--- src/rtl/bsm_pkg.sv ---
package bsm_pkg;
  localparam int BYTE_W = 8;
endpackage

--- src/rtl/bsm_pp_gen.sv ---
module bsm_pp_gen
  import bsm_pkg::*;
#(
  parameter int MCAND_W = 64,
  parameter int PP_W    = MCAND_W + BYTE_W
) (
  input  logic [MCAND_W-1:0] mcand_i,
  input  logic [BYTE_W-1:0]  byte_i,
  output logic [PP_W-1:0]    pp_o
);
  logic [PP_W-1:0] rows [BYTE_W];

  for (genvar g = 0; g < BYTE_W; g++) begin : g_row
    assign rows[g] = byte_i[g] ? (PP_W'(mcand_i) << g) : '0;
  end

  always_comb begin
    pp_o = '0;
    for (int i = 0; i < BYTE_W; i++) pp_o = pp_o + rows[i];
  end
endmodule

--- src/rtl/bsm_accum.sv ---
module bsm_accum
  import bsm_pkg::*;
#(
  parameter int MCAND_W = 64,
  localparam int AW     = MCAND_W + BYTE_W
) (
  input  logic               clk_i,
  input  logic               rst_ni,
  input  logic [AW-1:0]      pp_i,
  input  logic               valid_i,
  input  logic               load_high_i,
  output logic [BYTE_W-1:0]  lo_byte_o,
  output logic               lo_valid_o,
  output logic [MCAND_W-1:0] high_o
);
  logic [AW-1:0] acc_q, sum, acc_nxt;

  assign sum     = acc_q + pp_i;
  assign acc_nxt = valid_i ? (sum >> BYTE_W) : acc_q;

  always_ff @(posedge clk_i or negedge rst_ni) begin
    if (!rst_ni) begin
      acc_q      <= '0;
      lo_byte_o  <= '0;
      lo_valid_o <= 1'b0;
      high_o     <= '0;
    end else begin
      lo_valid_o <= valid_i;
      if (valid_i) lo_byte_o <= sum[BYTE_W-1:0];
      if (load_high_i) begin
        high_o <= acc_nxt[MCAND_W-1:0];  // includes a same-cycle byte
        acc_q  <= '0;
      end else begin
        acc_q  <= acc_nxt;
      end
    end
  end

  assert_acc_fits_R9: assert property (@(posedge clk_i) disable iff (!rst_ni)
    acc_q[AW-1 -: BYTE_W] == '0);
endmodule

--- src/rtl/bsm_low_shreg.sv ---
module bsm_low_shreg
  import bsm_pkg::*;
#(
  parameter int LOW_BYTES = 8,
  localparam int LOW_W    = LOW_BYTES * BYTE_W
) (
  input  logic              clk_i,
  input  logic              rst_ni,
  input  logic              shift_i,
  input  logic [BYTE_W-1:0] byte_i,
  output logic [LOW_W-1:0]  lo_reg_o
);
  for (genvar g = 0; g < LOW_BYTES; g++) begin : g_byte
    logic [BYTE_W-1:0] src;
    if (g == LOW_BYTES - 1) begin : g_top
      assign src = byte_i;
    end else begin : g_mid
      assign src = lo_reg_o[(g+1)*BYTE_W +: BYTE_W];
    end
    always_ff @(posedge clk_i or negedge rst_ni) begin
      if (!rst_ni)      lo_reg_o[g*BYTE_W +: BYTE_W] <= '0;
      else if (shift_i) lo_reg_o[g*BYTE_W +: BYTE_W] <= src;
    end
  end
endmodule

--- src/rtl/byte_serial_mult.sv ---
module byte_serial_mult
  import bsm_pkg::*;
#(
  parameter int MCAND_W = 64
) (
  input  logic               clk_i,
  input  logic               rst_ni,
  input  logic [MCAND_W-1:0] mcand_i,
  input  logic [7:0]         mbyte_i,
  input  logic               mbyte_valid_i,
  input  logic               load_high_i,
  output logic [7:0]         lo_byte_o,
  output logic               lo_valid_o,
  output logic [MCAND_W-1:0] lo_reg_o,
  output logic [MCAND_W-1:0] high_o
);
  localparam int LOW_BYTES = MCAND_W / BYTE_W;
  localparam int AW        = MCAND_W + BYTE_W;

  logic [AW-1:0] pp;

  bsm_pp_gen #(.MCAND_W(MCAND_W)) u_pp (
    .mcand_i(mcand_i), .byte_i(mbyte_i), .pp_o(pp)
  );

  bsm_accum #(.MCAND_W(MCAND_W)) u_acc (
    .clk_i(clk_i), .rst_ni(rst_ni), .pp_i(pp), .valid_i(mbyte_valid_i),
    .load_high_i(load_high_i), .lo_byte_o(lo_byte_o),
    .lo_valid_o(lo_valid_o), .high_o(high_o)
  );

  bsm_low_shreg #(.LOW_BYTES(LOW_BYTES)) u_low (
    .clk_i(clk_i), .rst_ni(rst_ni), .shift_i(lo_valid_o),
    .byte_i(lo_byte_o), .lo_reg_o(lo_reg_o)
  );

  assert_valid_follows_R2: assert property (@(posedge clk_i) disable iff (!rst_ni)
    mbyte_valid_i |=> lo_valid_o);
  assert_idle_no_valid_R3: assert property (@(posedge clk_i) disable iff (!rst_ni)
    !mbyte_valid_i |=> (!lo_valid_o && $stable(lo_byte_o)));
  assert_low_entry_R4: assert property (@(posedge clk_i) disable iff (!rst_ni)
    lo_valid_o |=> lo_reg_o[MCAND_W-1 -: BYTE_W] == $past(lo_byte_o));
  assert_low_hold_R4: assert property (@(posedge clk_i) disable iff (!rst_ni)
    !lo_valid_o |=> $stable(lo_reg_o));
  assert_high_hold_R7: assert property (@(posedge clk_i) disable iff (!rst_ni)
    !load_high_i |=> $stable(high_o));
endmodule

--- config.mk ---
export PLATFORM = sky130hd
export DESIGN_NAME = byte_serial_mult
export DESIGN_NICKNAME = d
export VERILOG_FILES = /design/src/rtl/bsm_pkg.sv /design/src/rtl/bsm_pp_gen.sv /design/src/rtl/bsm_accum.sv /design/src/rtl/bsm_low_shreg.sv /design/src/rtl/byte_serial_mult.sv
export SDC_FILE = /design/constraint.sdc
export NUM_CORES = 2
export LEC_CHECK = 0
export BUFFER_PORTS_ARGS = -buffer_cell sky130_fd_sc_hd__buf_2
export CORE_ASPECT_RATIO = 0.6
export CORE_UTILIZATION = 55
export CTS_CLUSTER_DIAMETER = 60
export DETAILED_ROUTE_END_ITERATION = 16
export GPL_TIMING_DRIVEN = 0
export PLACE_DENSITY = 0.86
export SETUP_SLACK_MARGIN = 0.02
export SLEW_MARGIN = 20
export SYNTH_ARGS = -nofsm -noshare
export SYNTH_HDL_FRONTEND = slang
export SYNTH_SLANG_ARGS = --single-unit
--- constraint.sdc ---
create_clock -name clk_i -period 6 [get_ports clk_i]
set_clock_uncertainty 0.05 [all_clocks]
set_input_delay 0.3 -clock clk_i [delete_from_list [all_inputs] [get_ports clk_i]]
set_output_delay 0.3 -clock clk_i [all_outputs]
set_load 0.01 [all_outputs]
==> run metrics <==
dpl hpwl 67.0 mm; Max-Cap Viols 0; FF-to-FF Start u_acc.acc_q[8]; Placed Cells 3628; Hold WC Path Type primary input to register; # nets final 3628; Setup crit start kind primary input; commonest non-fill, non-tap cell in the layout inv_1; ANT nets after route 0; Post-synth EDFFs 0; status complete, no violations; ys async rst share 100%; synthesized area per cell 9.28 um^2; clk slew on worst S/H paths 0.08 ns; Die ar. 48000 um^2; achievable frequency 170 MHz; ys flop type dfrtp_1; Final Max Tran Viols 0; Worst-Margin Slew 1.11 ns; Reg-to-Reg End u_acc.high_o[55]; Final period util 97.9%; Via density 5.79; CP startpoint mbyte_i[5]; Setup crit end kind register; clock sink count 201; post-synthesis sequential area ratio 19.4%; GR Overflow Total 0; yosys warns 0; Vias 21300; number of synthesized register bits 201; cts bufs inserted 21; Port Buffers 204; Cell Count, Final, Fillers Out 3677; initial antenna violation count 9; number of global-route vias before repair 20800; area delta synth->final 11.2%; H-tree levels 1; clk buf depth 3; share of layout cells above drive strength 1 14.2%; DRC 0; Final setup viols 0; CTS Root Cell clkbuf_16; Syn Std Cell Area 25900 um^2; drt pass-1 iters 6; commonest cells after routing, fill and taps aside inv_1 (523), fa_1 (439), and2_1 (368), nand2_1 (242), buf_2 (217); cell area after layout 28800 um^2; height of the chip 170 um; first-pass GRT wire length 125 mm; Cell variety after synth 67; CTS tree yes; largest net degree at the start of global routing 92; R2R depth 19; Post-DP Area 27800 um^2; drt total wl 82.2 mm; CP required 6.33 ns; FP Rows 61; Std-Cell Core Area 46400 um^2; Final min period 5.88 ns; chip width 282 um; Critical Path Fanout Max 10; RSZ-0062 raised after global routing yes; drt initial violations 2520; Clock Latency Late Sink 0.54 ns; Worst slew margin 26.1%; critical path type primary input to register; Initial Utilization 55.8%; Synth Instances 2791; worst setup path endpoint u_acc.high_o[55]; io pins 213; drt wl/cell 22.4 um; Worst EP arrival 6.21 ns; final hold violations 0; GRT Util Overall 34.9%; R2R Setup Slk 0.17 ns; gp weighted congestion 1.03
==> cell families after synthesis <==
| kind of cell | after synthesis | synth area share (%) |
|---|---|---|
| XOR/XNOR | 56 | 1.89 |
| buffers and inverters | 661 | 9.67 |
| flip-flops | 201 | 19.4 |
| adder cells (fa/ha/maj) | 527 | 38.2 |
| other | 1 | 0.0145 |
| AO/OA/AOI/OAI | 352 | 8.58 |
| multiplexers | 123 | 5.13 |
| AND/OR/NAND/NOR | 870 | 17.1 |
==> worst min-delay path by stage <==
stage / slack, ns / cells past startpoint / startpoint / to
floorplan: -0.05 / 0 / rst_ni / u_acc.acc_q[0]
global placement: 0.43 / 1 / u_low.lo_reg_o[3] / u_low.lo_reg_o[3]
detailed placement: 0.19 / 1 / rst_ni / u_low.g_byte[0].src[7]
CTS: 0.12 / 3 / load_high_i / u_acc.acc_q[50]
global route: 0.17 / 3 / load_high_i / u_acc.acc_q[50]
finish: 0.13 / 3 / load_high_i / u_acc.acc_q[50]
==> cell usage after synthesis (3+ instances only) <==
library cell | count | area share [%]
or3_1 | 9 | 0.22
o21bai_1 | 19 | 0.55
o21ai_0 | 38 | 0.73
a221oi_1 | 3 | 0.10
o22ai_1 | 5 | 0.12
and3_1 | 8 | 0.19
fa_1 | 439 | 34
nor3_1 | 17 | 0.33
mux2_2 | 77 | 3.3
nor2b_1 | 4 | 0.097
o311ai_1 | 3 | 0.10
buf_1 | 5 | 0.072
a211oi_1 | 10 | 0.29
nand2b_1 | 6 | 0.14
xor2_1 | 22 | 0.74
nand4_1 | 33 | 0.80
nor4_1 | 3 | 0.072
buf_4 | 3 | 0.087
o21ai_2 | 3 | 0.10
o221ai_1 | 5 | 0.17
a21oi_1 | 147 | 2.8
mux2i_1 | 45 | 1.7
ha_1 | 88 | 4.2
xnor2_1 | 34 | 1.1
buf_2 | 11 | 0.21
nand3_1 | 21 | 0.41
a31oi_1 | 12 | 0.29
nor2_1 | 146 | 2.1
or2_2 | 5 | 0.12
and2_1 | 368 | 8.9
o21a_1 | 13 | 0.38
inv_1 | 523 | 7.6
dfrtp_1 | 201 | 19
o21ai_1 | 11 | 0.21
a21o_1 | 46 | 1.3
nand2_1 | 243 | 3.5
clkbuf_1 | 119 | 1.7
o31ai_1 | 5 | 0.14
a21boi_0 | 4 | 0.12
o31a_1 | 3 | 0.10
==> stage by stage <==
stage / TNS, ns / util [%] / hold WS, ns / setup slack, ns
2_1_floorplan: 0 / - / -0.0456 / 0.379
6_report: 0 / 62.1 / 0.135 / 0.124
3_3_place_gp: -97.22 / 59.7 / 0.433 / -1.51
4_1_cts: 0 / 61.7 / 0.120 / 0.0560
3_5_place_dp: -98.54 / 59.9 / 0.188 / -1.51
5_1_grt: -0.00448 / 62.1 / 0.172 / -0.00448
==> final cells by class <==
type,instances,area (um^2)
Multi-Input combinational cell,1930,18600
Fill cell,3880,17600
Sequential cell,201,5030
Inverter,523,1960
Timing Repair Buffer,211,1140
Tap cell,630,788
Buffer,137,642
Clock buffer,27,588
Clock inverter,8,65.1
Antenna cell,10,25.0
==> timing repair <==
| item | in CTS | in global routing |
|---|---|---|
| endpoints found under the hold margin | 50 | 0 |
| pin swaps | 3 | 3 |
| buffers inserted | 2 | 1 |
| setup endpoints to repair | 94 | 48 |
| hold buffers | 2 | 0 |
| resized for setup | 72 | 45 |
==> per-layer routing <==
metal	vias up	wire length (um)	GRT usage, %
met5	-	13	0
met4	2	2350	8.98
met3	198	13000	15.2
met2	1412	32900	47.1
met1	10600	34000	51.0
li1	9078	-	-
==> state kept, by name, summed over array words and instances (netlist names) <==
signal / count
u_acc.acc_q: 64
u_acc.high_o: 64
u_low.g_byte.src: 56
u_acc.lo_byte_o: 8
u_low.lo_reg_o: 8
u_acc.lo_valid_o: 1
==> critical path, cell delays in order <==
cell,delay [ns]
clkbuf_2,0.31
clkbuf_2,0.36
nand2_1,0.15
fa_1,0.43
inv_1,0.15
fa_1,0.46
fa_1,0.49
inv_1,0.05
fa_1,0.48
inv_1,0.05
ha_1,0.35
a21o_1,0.23
a31o_1,0.26
o21ai_4,0.29
a21oi_1,0.21
a21o_2,0.30
a31o_2,0.31
a21oi_2,0.21
mux2_1,0.36
a211oi_2,0.31
a21oi_1,0.13
Power is left out: the tool's default activity adds up to more than one toggle a clock period on the data nets, which glitch-free logic cannot reach.
